[src/rtl/cmd_trk_pkg.sv]
package cmd_trk_pkg;

  localparam int NUM_ENG = 4;
  localparam int ENG_W   = 2;

  typedef enum logic [ENG_W-1:0] {
    ENG_DMA  = 2'd0,
    ENG_GEMM = 2'd1,
    ENG_MATH = 2'd2,
    ENG_SEQ  = 2'd3
  } eng_e;

  typedef enum logic [1:0] {
    ST_FREE   = 2'd0,
    ST_QUEUED = 2'd1,
    ST_ISSUED = 2'd2,
    ST_DONE   = 2'd3
  } ent_st_e;

endpackage

[src/rtl/cmd_trk_fifo.sv]
module cmd_trk_fifo #(
  parameter int W     = 8,
  parameter int DEPTH = 4
) (
  input  logic         clk,
  input  logic         rst_n,
  input  logic         push,
  input  logic [W-1:0] din,
  input  logic         pop,
  output logic [W-1:0] dout,
  output logic         full,
  output logic         nonempty
);

  localparam int AW = (DEPTH > 1) ? $clog2(DEPTH) : 1;
  localparam int CW = $clog2(DEPTH + 1);
  localparam logic [AW-1:0] LAST = AW'(DEPTH - 1);

  logic [W-1:0]  mem [DEPTH];
  logic [AW-1:0] wr_ptr_q, wr_ptr_d;
  logic [AW-1:0] rd_ptr_q, rd_ptr_d;
  logic [CW-1:0] cnt_q, cnt_d;

  assign full     = (cnt_q == CW'(DEPTH));
  assign nonempty = (cnt_q != '0);
  assign dout     = mem[rd_ptr_q];

  always_comb begin
    wr_ptr_d = wr_ptr_q;
    rd_ptr_d = rd_ptr_q;
    cnt_d    = cnt_q;
    if (push) wr_ptr_d = (wr_ptr_q == LAST) ? '0 : wr_ptr_q + AW'(1);
    if (pop)  rd_ptr_d = (rd_ptr_q == LAST) ? '0 : rd_ptr_q + AW'(1);
    case ({push, pop})
      2'b10:   cnt_d = cnt_q + CW'(1);
      2'b01:   cnt_d = cnt_q - CW'(1);
      default: cnt_d = cnt_q;
    endcase
  end

  always_ff @(posedge clk or negedge rst_n) begin
    if (!rst_n) begin
      wr_ptr_q <= '0;
      rd_ptr_q <= '0;
      cnt_q    <= '0;
    end else begin
      wr_ptr_q <= wr_ptr_d;
      rd_ptr_q <= rd_ptr_d;
      cnt_q    <= cnt_d;
    end
  end

  always_ff @(posedge clk) begin
    if (push) mem[wr_ptr_q] <= din;
  end


  no_overflow_chk: assert property (@(posedge clk) disable iff (!rst_n)
    push |-> (!full || pop));


  no_underflow_chk: assert property (@(posedge clk) disable iff (!rst_n)
    pop |-> nonempty);

endmodule

[src/rtl/cmd_trk_table.sv]
module cmd_trk_table
  import cmd_trk_pkg::*;
#(
  parameter int NUM_TAGS = 8,
  parameter int TAG_W    = 3
) (
  input  logic             clk,
  input  logic             rst_n,
  input  logic             alloc_en,
  input  logic [ENG_W-1:0] alloc_eng,
  output logic             free_any,
  output logic [TAG_W-1:0] free_tag,
  input  logic             issue_en,
  input  logic [TAG_W-1:0] issue_tag,
  input  logic             done_en,
  input  logic [TAG_W-1:0] done_tag,
  input  logic [ENG_W-1:0] done_eng,
  input  logic             rel_en,
  input  logic [TAG_W-1:0] rel_tag
);

  ent_st_e          st_q  [NUM_TAGS];
  ent_st_e          st_d  [NUM_TAGS];
  logic [ENG_W-1:0] eng_q [NUM_TAGS];
  logic [ENG_W-1:0] eng_d [NUM_TAGS];

  always_comb begin
    free_any = 1'b0;
    free_tag = '0;
    for (int i = NUM_TAGS - 1; i >= 0; i--) begin
      if (st_q[i] == ST_FREE) begin
        free_any = 1'b1;
        free_tag = TAG_W'(i);
      end
    end
  end

  always_comb begin
    for (int i = 0; i < NUM_TAGS; i++) begin
      st_d[i]  = st_q[i];
      eng_d[i] = eng_q[i];
    end
    if (alloc_en) begin
      st_d[free_tag]  = ST_QUEUED;
      eng_d[free_tag] = alloc_eng;
    end
    if (issue_en) st_d[issue_tag] = ST_ISSUED;
    if (done_en)  st_d[done_tag]  = ST_DONE;
    if (rel_en)   st_d[rel_tag]   = ST_FREE;
  end

  always_ff @(posedge clk or negedge rst_n) begin
    if (!rst_n) begin
      for (int i = 0; i < NUM_TAGS; i++) begin
        st_q[i]  <= ST_FREE;
        eng_q[i] <= '0;
      end
    end else begin
      for (int i = 0; i < NUM_TAGS; i++) begin
        st_q[i]  <= st_d[i];
        eng_q[i] <= eng_d[i];
      end
    end
  end


  alloc_free_chk: assert property (@(posedge clk) disable iff (!rst_n)
    alloc_en |-> (free_any && st_q[free_tag] == ST_FREE));


  issue_state_chk: assert property (@(posedge clk) disable iff (!rst_n)
    issue_en |-> (st_q[issue_tag] == ST_QUEUED));


  done_state_chk: assert property (@(posedge clk) disable iff (!rst_n)
    done_en |-> (st_q[done_tag] == ST_ISSUED && eng_q[done_tag] == done_eng));


  release_state_chk: assert property (@(posedge clk) disable iff (!rst_n)
    rel_en |-> (st_q[rel_tag] == ST_DONE));

endmodule

[src/rtl/cmd_trk_cmp_arb.sv]
module cmd_trk_cmp_arb #(
  parameter int N     = 4,
  parameter int TAG_W = 3,
  localparam int IDX_W = (N > 1) ? $clog2(N) : 1
) (
  input  logic [N-1:0]       req,
  input  logic [N*TAG_W-1:0] tags,
  input  logic               en,
  output logic [N-1:0]       grant,
  output logic               any,
  output logic [IDX_W-1:0]   idx,
  output logic [TAG_W-1:0]   sel_tag
);

  always_comb begin
    grant   = '0;
    any     = 1'b0;
    idx     = '0;
    sel_tag = '0;
    if (en) begin
      for (int i = N - 1; i >= 0; i--) begin
        if (req[i]) begin
          any     = 1'b1;
          idx     = IDX_W'(i);
          sel_tag = tags[i*TAG_W +: TAG_W];
        end
      end
    end
    if (any) grant[idx] = 1'b1;
  end

endmodule

[src/rtl/cmd_tracker.sv]
module cmd_tracker
  import cmd_trk_pkg::*;
#(
  parameter int NUM_TAGS = 8,
  parameter int PAY_W    = 16,
  parameter int SQ_DEPTH = 4,
  parameter int CQ_DEPTH = 2,
  localparam int TAG_W   = $clog2(NUM_TAGS)
) (
  input  logic                     clk,
  input  logic                     rst_n,
  input  logic                     sub_valid,
  output logic                     sub_ready,
  input  logic [1:0]               sub_kind,
  input  logic [PAY_W-1:0]         sub_payload,
  output logic [NUM_ENG-1:0]       eng_valid,
  input  logic [NUM_ENG-1:0]       eng_ready,
  output logic [TAG_W-1:0]         eng_tag,
  output logic [PAY_W-1:0]         eng_payload,
  input  logic [NUM_ENG-1:0]       cmp_valid,
  input  logic [NUM_ENG*TAG_W-1:0] cmp_tag,
  output logic [NUM_ENG-1:0]       cmp_ready,
  output logic                     cq_valid,
  input  logic                     cq_ready,
  output logic [TAG_W-1:0]         cq_tag,
  output logic [1:0]               cq_eng,
  output logic                     ev_submit,
  output logic [TAG_W-1:0]         ev_submit_tag,
  output logic                     ev_dispatch,
  output logic [TAG_W-1:0]         ev_dispatch_tag,
  output logic                     ev_complete,
  output logic [TAG_W-1:0]         ev_complete_tag
);

  localparam int SQ_W = ENG_W + TAG_W + PAY_W;
  localparam int CQ_W = ENG_W + TAG_W;

  // submission side
  logic             free_any;
  logic [TAG_W-1:0] free_tag;
  logic             sq_full, sq_nonempty, sub_fire, disp_fire;
  logic [SQ_W-1:0]  sq_din, sq_dout;
  logic [ENG_W-1:0] head_kind;
  logic [TAG_W-1:0] head_tag;
  logic [PAY_W-1:0] head_pay;

  assign sub_ready = free_any && !sq_full;
  assign sub_fire  = sub_valid && sub_ready;
  assign sq_din    = {sub_kind, free_tag, sub_payload};
  assign {head_kind, head_tag, head_pay} = sq_dout;

  cmd_trk_fifo #(.W(SQ_W), .DEPTH(SQ_DEPTH)) u_subq (
    .clk      (clk),
    .rst_n    (rst_n),
    .push     (sub_fire),
    .din      (sq_din),
    .pop      (disp_fire),
    .dout     (sq_dout),
    .full     (sq_full),
    .nonempty (sq_nonempty)
  );

  // dispatch to the engine queues
  assign eng_valid   = sq_nonempty ? (NUM_ENG'(1) << head_kind) : '0;
  assign eng_tag     = head_tag;
  assign eng_payload = head_pay;
  assign disp_fire   = sq_nonempty && eng_ready[head_kind];

  // completion collection
  logic             stg_valid_q, stg_valid_d;
  logic [TAG_W-1:0] stg_tag_q, stg_tag_d;
  logic [ENG_W-1:0] stg_eng_q, stg_eng_d;
  logic             cq_full, cq_push, cq_pop, arb_en, gnt_any;
  logic [ENG_W-1:0] gnt_idx;
  logic [TAG_W-1:0] gnt_tag;
  logic [CQ_W-1:0]  cq_dout;

  assign cq_push = stg_valid_q && !cq_full;
  assign arb_en  = !stg_valid_q || cq_push;

  cmd_trk_cmp_arb #(.N(NUM_ENG), .TAG_W(TAG_W)) u_arb (
    .req     (cmp_valid),
    .tags    (cmp_tag),
    .en      (arb_en),
    .grant   (cmp_ready),
    .any     (gnt_any),
    .idx     (gnt_idx),
    .sel_tag (gnt_tag)
  );

  always_comb begin
    stg_valid_d = stg_valid_q;
    stg_tag_d   = stg_tag_q;
    stg_eng_d   = stg_eng_q;
    if (gnt_any) begin
      stg_valid_d = 1'b1;
      stg_tag_d   = gnt_tag;
      stg_eng_d   = gnt_idx;
    end else if (cq_push) begin
      stg_valid_d = 1'b0;
    end
  end

  always_ff @(posedge clk or negedge rst_n) begin
    if (!rst_n) begin
      stg_valid_q <= 1'b0;
      stg_tag_q   <= '0;
      stg_eng_q   <= '0;
    end else begin
      stg_valid_q <= stg_valid_d;
      stg_tag_q   <= stg_tag_d;
      stg_eng_q   <= stg_eng_d;
    end
  end

  assign cq_pop = cq_valid && cq_ready;

  cmd_trk_fifo #(.W(CQ_W), .DEPTH(CQ_DEPTH)) u_cmplq (
    .clk      (clk),
    .rst_n    (rst_n),
    .push     (cq_push),
    .din      ({stg_eng_q, stg_tag_q}),
    .pop      (cq_pop),
    .dout     (cq_dout),
    .full     (cq_full),
    .nonempty (cq_valid)
  );

  assign {cq_eng, cq_tag} = cq_dout;

  // inflight table
  cmd_trk_table #(.NUM_TAGS(NUM_TAGS), .TAG_W(TAG_W)) u_table (
    .clk       (clk),
    .rst_n     (rst_n),
    .alloc_en  (sub_fire),
    .alloc_eng (sub_kind),
    .free_any  (free_any),
    .free_tag  (free_tag),
    .issue_en  (disp_fire),
    .issue_tag (head_tag),
    .done_en   (gnt_any),
    .done_tag  (gnt_tag),
    .done_eng  (gnt_idx),
    .rel_en    (cq_push),
    .rel_tag   (stg_tag_q)
  );

  // trace strobes
  assign ev_submit       = sub_fire;
  assign ev_submit_tag   = free_tag;
  assign ev_dispatch     = disp_fire;
  assign ev_dispatch_tag = head_tag;
  assign ev_complete     = cq_push;
  assign ev_complete_tag = stg_tag_q;


  eng_onehot_chk: assert property (@(posedge clk) disable iff (!rst_n)
    $onehot0(eng_valid));

  for (genvar g = 0; g < NUM_ENG; g++) begin : g_prio
    localparam logic [NUM_ENG-1:0] LOW_MASK = NUM_ENG'((1 << g) - 1);

    grant_prio_chk: assert property (@(posedge clk) disable iff (!rst_n)
      cmp_ready[g] |-> (cmp_valid[g] && ((cmp_valid & LOW_MASK) == '0)));
  end


  stage_hold_chk: assert property (@(posedge clk) disable iff (!rst_n)
    (stg_valid_q && !cq_push) |=> (stg_valid_q && $stable(stg_tag_q)));


  publish_chk: assert property (@(posedge clk) disable iff (!rst_n)
    cq_push |=> cq_valid);

endmodule

[config.mk]
export PLATFORM = sky130hd
export DESIGN_NAME = cmd_tracker
export DESIGN_NICKNAME = d
export VERILOG_FILES = /design/src/rtl/cmd_trk_pkg.sv /design/src/rtl/cmd_trk_fifo.sv /design/src/rtl/cmd_trk_table.sv /design/src/rtl/cmd_trk_cmp_arb.sv /design/src/rtl/cmd_tracker.sv
export SDC_FILE = /design/constraint.sdc
export NUM_CORES = 1
export LEC_CHECK = 0
export CORE_ASPECT_RATIO = 1.5
export CORE_MARGIN = 2
export CORE_UTILIZATION = 38
export CTS_BUF_LIST = sky130_fd_sc_hd__clkbuf_4 sky130_fd_sc_hd__clkbuf_8 sky130_fd_sc_hd__clkbuf_16
export CTS_CLUSTER_SIZE = 14
export DETAILED_ROUTE_END_ITERATION = 16
export PLACE_DENSITY_LB_ADDON = 0.25
export SYNTH_ARGS = -nofsm -noshare
export SYNTH_HDL_FRONTEND = slang
export SYNTH_SLANG_ARGS = --single-unit
export TNS_END_PERCENT = 20
[constraint.sdc]
create_clock -name clk -period 2.9 [get_ports clk]
set_input_delay 0.58 -clock clk [delete_from_list [all_inputs] [get_ports clk]]
set_output_delay 0.58 -clock clk [all_outputs]
set_load 0.02 [all_outputs]
## Word-level counts from Yosys, hierarchy flattened

Memories as Yosys holds them, arrays and structs flattened.
Index checks and enable logic that the tools add are counted.

| word-level totals | value |
|---|---|
| flip-flop bits (word level) | 33 |
| memory bits (writable) | 94 |
| bits of input ports | 42 |
| word-level logic and storage cells | 148 |
| memories kept | 2 |

| operators by class | value |
|---|---|
| add/sub/neg operators | 8 |
| $lt $le $gt $ge | 11 |
| eq/ne operators | 8 |
| shift-type cells | 1 |
| multiplexer cells | 61 |
| bitwise gates (word level) | 13 |
| reduce and logical (&&, ||, !) cells | 27 |

Memories:

| memory | depth | width | rd ports | clocked after memory_dff | wr ports | RTL line | RTL |
|---|---|---|---|---|---|---|---|
| u_subq.mem | 4 | 21 | 1 | 0 | 1 | cmd_trk_fifo.sv:19 | `logic [W-1:0] mem [DEPTH];` |
| u_cmplq.mem | 2 | 5 | 1 | 0 | 1 | cmd_trk_fifo.sv:19 |  |

Operators by type and width:

| operator | count |
|---|---|
| $mux W16 | 4 |
| $mux W3 | 13 |
| $demux W2 S3 | 4 |
| $mux W1 | 23 |
| $mux W2 | 11 |
| $and A16 B16 Y16 | 1 |
| $and A8 B8 Y8 | 2 |
| $ge A4 B4 Y1 const B | 4 |
| $logic_not A2 Y1 | 8 |
| $lt A4 B1 Y1 const B | 4 |
| $not A16 Y16 | 1 |
| $not A3 Y4 | 4 |
| $not A8 Y8 | 2 |
| $or A16 B16 Y16 | 1 |
| $or A8 B8 Y8 | 2 |
| $eq A2 B2 Y1 const B | 5 |
| $logic_and A1 B1 Y1 | 10 |
| $mux W4 | 2 |
| $reduce_bool A2 Y1 | 4 |
| $add A2 B1 Y2 const B | 3 |
| $lt A2 B3 Y1 const B | 2 |
| $pmux W3 S2 | 1 |
| $eq A2 B1 Y1 const B | 2 |
| $pmux W2 S2 | 1 |
| other kinds (12) | 15 |

## Logic depth before layout (Yosys ltp)

| logic depth | value |
|---|---|
| depth after elaboration | 23 |
| depth in mapped cells | 11 |
| depth with buffers taken out | 11 |

## Modules after synthesis

From an unflattened synthesis, not the netlist that was laid out.

| second synthesis, totals | value |
|---|---|
| cell total of the unflattened synthesis | 353 |
| area, all modules | 5501.5 sq um |

By module, submodules not included:

| module | instances | cells an instance | area each (sq um) |
|---|---|---|---|
| cmd_trk_fifo at u_subq | 1 | 149 | 3483.3 |
| cmd_trk_table | 1 | 120 | 997.2 |
| cmd_trk_fifo at u_cmplq | 1 | 32 | 550.5 |
| cmd_tracker | 1 | 31 | 325.3 |
| cmd_trk_cmp_arb | 1 | 21 | 145.1 |

## Worst setup path before layout

OpenSTA, ideal clock, no wires.

| timing path | value |
|---|---|
| path type | reg2reg |
| start | reg u_subq.rd_ptr_q[0] |
| end | reg u_subq.cnt_q[2] |
| arrival | 2577 ps |
| data required time | 2820 ps |
| path slack | 243 ps |
| cell stages (with the launch flop) | 12 |
| cells stage by stage | dfrtp_1 > buf_6 > mux4_2 > or2_4 > o22a_4 > inv_2 > ha_1 > inv_1 > fa_1 > xor2_1 > nor2_1 > xnor2_1 |

| on the way | value |
|---|---|
| longest elaborated chain between the ends | 6 |
| elaborated cells on any way between the ends | 8 |
| those cells by class | eq/ne: 2; mux: 3; reduce/logical: 2; memory: 1 |

Ends and longest elaborated chain:

| element | RTL line | RTL |
|---|---|---|
| start, declared | cmd_trk_fifo.sv:21 | `logic [AW-1:0] rd_ptr_q, rd_ptr_d;` |
| start signal, assigned | cmd_trk_fifo.sv:48 | `rd_ptr_q <= rd_ptr_d;` |
| $mem_v2 Z4 W21 * | -- |  |
| $bmux W1 S2 * | cmd_tracker.sv:67 | `assign disp_fire = sq_nonempty && eng_ready[head_kind];` |
| $mux W1 (implied by the code) * | cmd_tracker.sv:67 |  |
| $logic_and A1 B1 Y1 * | cmd_tracker.sv:67 |  |
| net ev_dispatch | cmd_tracker.sv:29 | `output logic ev_dispatch,` |
| $eq A2 B1 Y1 / $eq A2 B2 Y1 (equally long branches) | cmd_trk_fifo.sv:34 | `case ({push, pop})` |
| $pmux W3 S2 / $reduce_bool A2 Y1 (equally long branches) | -- |  |
| end signal, assigned | cmd_trk_fifo.sv:49 | `cnt_q <= cnt_d;` |
| end, declared | cmd_trk_fifo.sv:22 | `logic [CW-1:0] cnt_q, cnt_d;` |

Mark *: on every way through the listed nets, which the timed path passes. The rest lies on a longest branch. The select of a mux whose other input is x is not followed.
A chain may end at the register's enable or synchronous reset.

## Worst setup path in the final report

| timing path | value |
|---|---|
| start | reg u_subq.rd_ptr_q[0] |
| end | out ev_dispatch |

| on the way | value |
|---|---|
| longest elaborated chain between the ends | 4 |

Ends and longest elaborated chain:

| element | RTL line |
|---|---|
| $mem_v2 Z4 W21 | -- |
| $bmux W1 S2 | cmd_tracker.sv:67 |
| $mux W1 (implied by the code) | cmd_tracker.sv:67 |
| $logic_and A1 B1 Y1 | cmd_tracker.sv:67 |
| end, declared | cmd_tracker.sv:29 |

No other way between the ends. The select of a mux whose other input is x is not followed.

==> flow_summary.json <==
{
  "status": "finished, final reports clean",
  "drc_errors": 0,
  "syn-instance-count": 371,
  "drt_first_pass_iters": 5,
  "die_area_um2": 15600,
  "post_cts_buffers": 0,
  "holdBufCountCts": 0,
  "dpl.cell_count": 659,
  "pre_cts_ws_ns": 0.129,
  "clock_latency_ns": 0.41,
  "syn_to_final_growth_pct": 33.3,
  "cp_slowest_cell": "mux4_2",
  "die_w_um": 103,
  "rows": 54,
  "slew_viol_final": 0,
  "fin_skew_ns": 0.0152,
  "path_cells": "mux4_2, mux2i_1, o22a_4, inv_2, clkdlybuf4s15_1",
  "hold_viol": 0,
  "setup_violations": 0,
  "critPathMaxFanout": 5,
  "yosysWarnings": 0,
  "grtUsageTotal": 0.160,
  "post-route-util": 0.513,
  "grt-ovfl-total": 0,
  "cp.arrival_ns": 2.25,
  "r2r_cells": 12,
  "multiInputGateArea_um2": 1740,
  "yosysSeqAreaShare": 0.659,
  "hold_path_depth": 1,
  "synth_edf_count": 94,
  "final_layout_size_suffix_gt1_frac": 0.188,
  "max_cap_violations": 0,
  "min_path_type": "register to register",
  "cp_num_cells": 5,
  "synth_fp_nets": 421,
  "final_cell_mix": "94 x edfxtp_1, 74 x clkdlybuf4s50_1, 32 x dfrtp_1",
  "grt_pass1_vias": 3749,
  "tightest_slew_ns": 0.557,
  "clkSinkCount": 127,
  "fillers": 1251,
  "maxSlewHeadroom": 0.629,
  "setup_ws_ns": 0.0730,
  "instances_no_fill": 691,
  "worstSetupPathType": "register to primary output",
  "p_per_area_nw_per_um2": 1260,
  "seq_area_um2": 3650,
  "routed_via_density": 5.13,
  "synth_ff_type": "edfxtp_1",
  "start_util": 0.385,
  "num_vias": 3543,
  "drt_wl_total_um": 11900,
  "htree_levels": 4,
  "ys_types": 55,
  "antenna_left": 0,
  "syn-cell-area_um2": 5540,
  "fp.dieH_um": 152,
  "drtIter0Drc": 216,
  "hold_ws_ns": 0.500,
  "core_um2": 14400,
  "antenna_cells": 0,
  "grt_max_degree": 34,
  "ir_drop_v": 0.000635,
  "grt_pass1_wl_um": 18800,
  "cp_slowest_stage_delay_ns": 0.59,
  "synth-async-reset-ratio": 0.260,
  "cts_root_buffer": "clkbuf_16",
  "final_common_cell": "edfxtp_1",
  "cts_tree": "done",
  "pin_count": 88,
  "io_buffer_count": 87,
  "critPathTopFamily": "multiplexers",
  "place.gp.congestion": 0.804,
  "critPathCaptureType": "primary output",
  "clock.fmax_mhz": 354,
  "cp.required_ns": 2.32,
  "path_buf_inv": 2,
  "finalCriticalPeriod_ns": 2.83,
  "cts_buffers": 17,
  "cts_buffer_depth": 2,
  "start_kind": "register",
  "rsz0062_at_grt": "yes",
  "fin_crit_sh": 0.975,
  "p_leak_nw": 2.74,
  "dp.final_hpwl_um": 8500,
  "post_drt_wl_per_cell_um": 17.2,
  "antenna_found_initial": 0,
  "nets": 532,
  "setup_tns_ns": 0,
  "ys_ff_latch": 127,
  "clkTransAtPathRegs_ns": 0.06,
  "syn_area_per_cell_um2": 14.9
}
==> power by group <==
group / internal [W] / switching, W / total [W]
Sequential: 0.00268 / 0.000368 / 0.00305
Combinational: 0.00191 / 0.00219 / 0.00410
Clock: 0.00138 / 0.000795 / 0.00217
Total: 0.00597 / 0.00335 / 0.00933
==> per-layer routing <==
metal	track usage	wire length [um]
met1	0.177	4580
met2	0.290	6550
met3	0.0363	510
met4	0.0590	235
met5	0	0
==> path summary, 6_finish.rpt <==
path / endpoint / startpoint / slack, ns
max in group asynchronous: u_subq.rd_ptr_q[0] / rst_n / 1.97
worst max-delay path: ev_dispatch / u_subq.rd_ptr_q[0] / 0.07
worst min-delay path: u_cmplq.wr_ptr_q / u_cmplq.wr_ptr_q / 0.50
min in group asynchronous: u_cmplq.cnt_q[0] / rst_n / 0.58
worst min register to register: u_cmplq.wr_ptr_q / u_cmplq.wr_ptr_q / 0.50
worst max register to register: u_subq.cnt_q[2] / u_table.st_q[15] / 0.16
==> cell type report <==
class | instances | area share
Clock buffer | 18 | 0.0587
Clock inverter | 14 | 0.0244
Inverter | 16 | 0.00814
Multi-Input combinational cell | 211 | 0.236
Sequential cell | 127 | 0.494
Tap cell | 196 | 0.0332
Timing Repair Buffer | 109 | 0.145
==> stage by stage <==
step	power (W)	cell area (um2)
after global routing	0.00988	7380
after detailed placement	0.00730	6760
after floorplan	0.00559	5540
after global placement	0.00722	6760
final	0.00933	7380
after CTS	0.00944	7370
==> cells by family after synthesis <==
group / share of synthesized area
AOI/OAI and AO/OA: 0.0658
xor gates and xnor gates: 0.0127
adders and majority gates: 0.0194
buffers and inverters: 0.0262
DFF: 0.659
muxes: 0.107
and+or+nand+nor: 0.110
==> cells in the mapped netlist, types with 3 or more instances <==
library cell | n | share of area
o32a_1 | 4 | 0.0072
inv_1 | 15 | 0.010
o31ai_1 | 7 | 0.0095
buf_1 | 3 | 0.0020
clkbuf_1 | 8 | 0.0054
nor2_1 | 27 | 0.018
ha_1 | 7 | 0.016
a21oi_1 | 10 | 0.0090
nand3_1 | 4 | 0.0036
xor2_1 | 3 | 0.0047
o31a_1 | 6 | 0.0095
buf_4 | 3 | 0.0041
nor2b_1 | 4 | 0.0045
or2_2 | 4 | 0.0045
and2_1 | 6 | 0.0068
mux2_2 | 8 | 0.016
xnor2_1 | 5 | 0.0079
nand4_1 | 7 | 0.0079
dfrtp_1 | 33 | 0.15
nand2_1 | 18 | 0.012
and3_1 | 5 | 0.0056
or3_1 | 4 | 0.0045
nand2b_1 | 4 | 0.0045
mux2i_1 | 3 | 0.0054
edfxtp_1 | 94 | 0.51
nor3_1 | 18 | 0.016
mux4_2 | 21 | 0.085
o22ai_1 | 5 | 0.0056
==> repair_timing <==
action	in CTS	in global routing
setup endpoints to repair	25	5
resized for setup	13	5
pin swaps	0	0
==> sequential cells by signal, summed over array words and instances (netlist names), 2 cells and up <==
signal           flops
u_subq.rd_ptr_q      2
u_cmplq.cnt_q        2
u_cmplq.mem         10
u_subq.mem          84
u_subq.wr_ptr_q      2
ev_complete_tag      3
stg_eng_q            2
u_table.st_q        16
u_subq.cnt_q         3
Power figures use the tool's default switching activity.
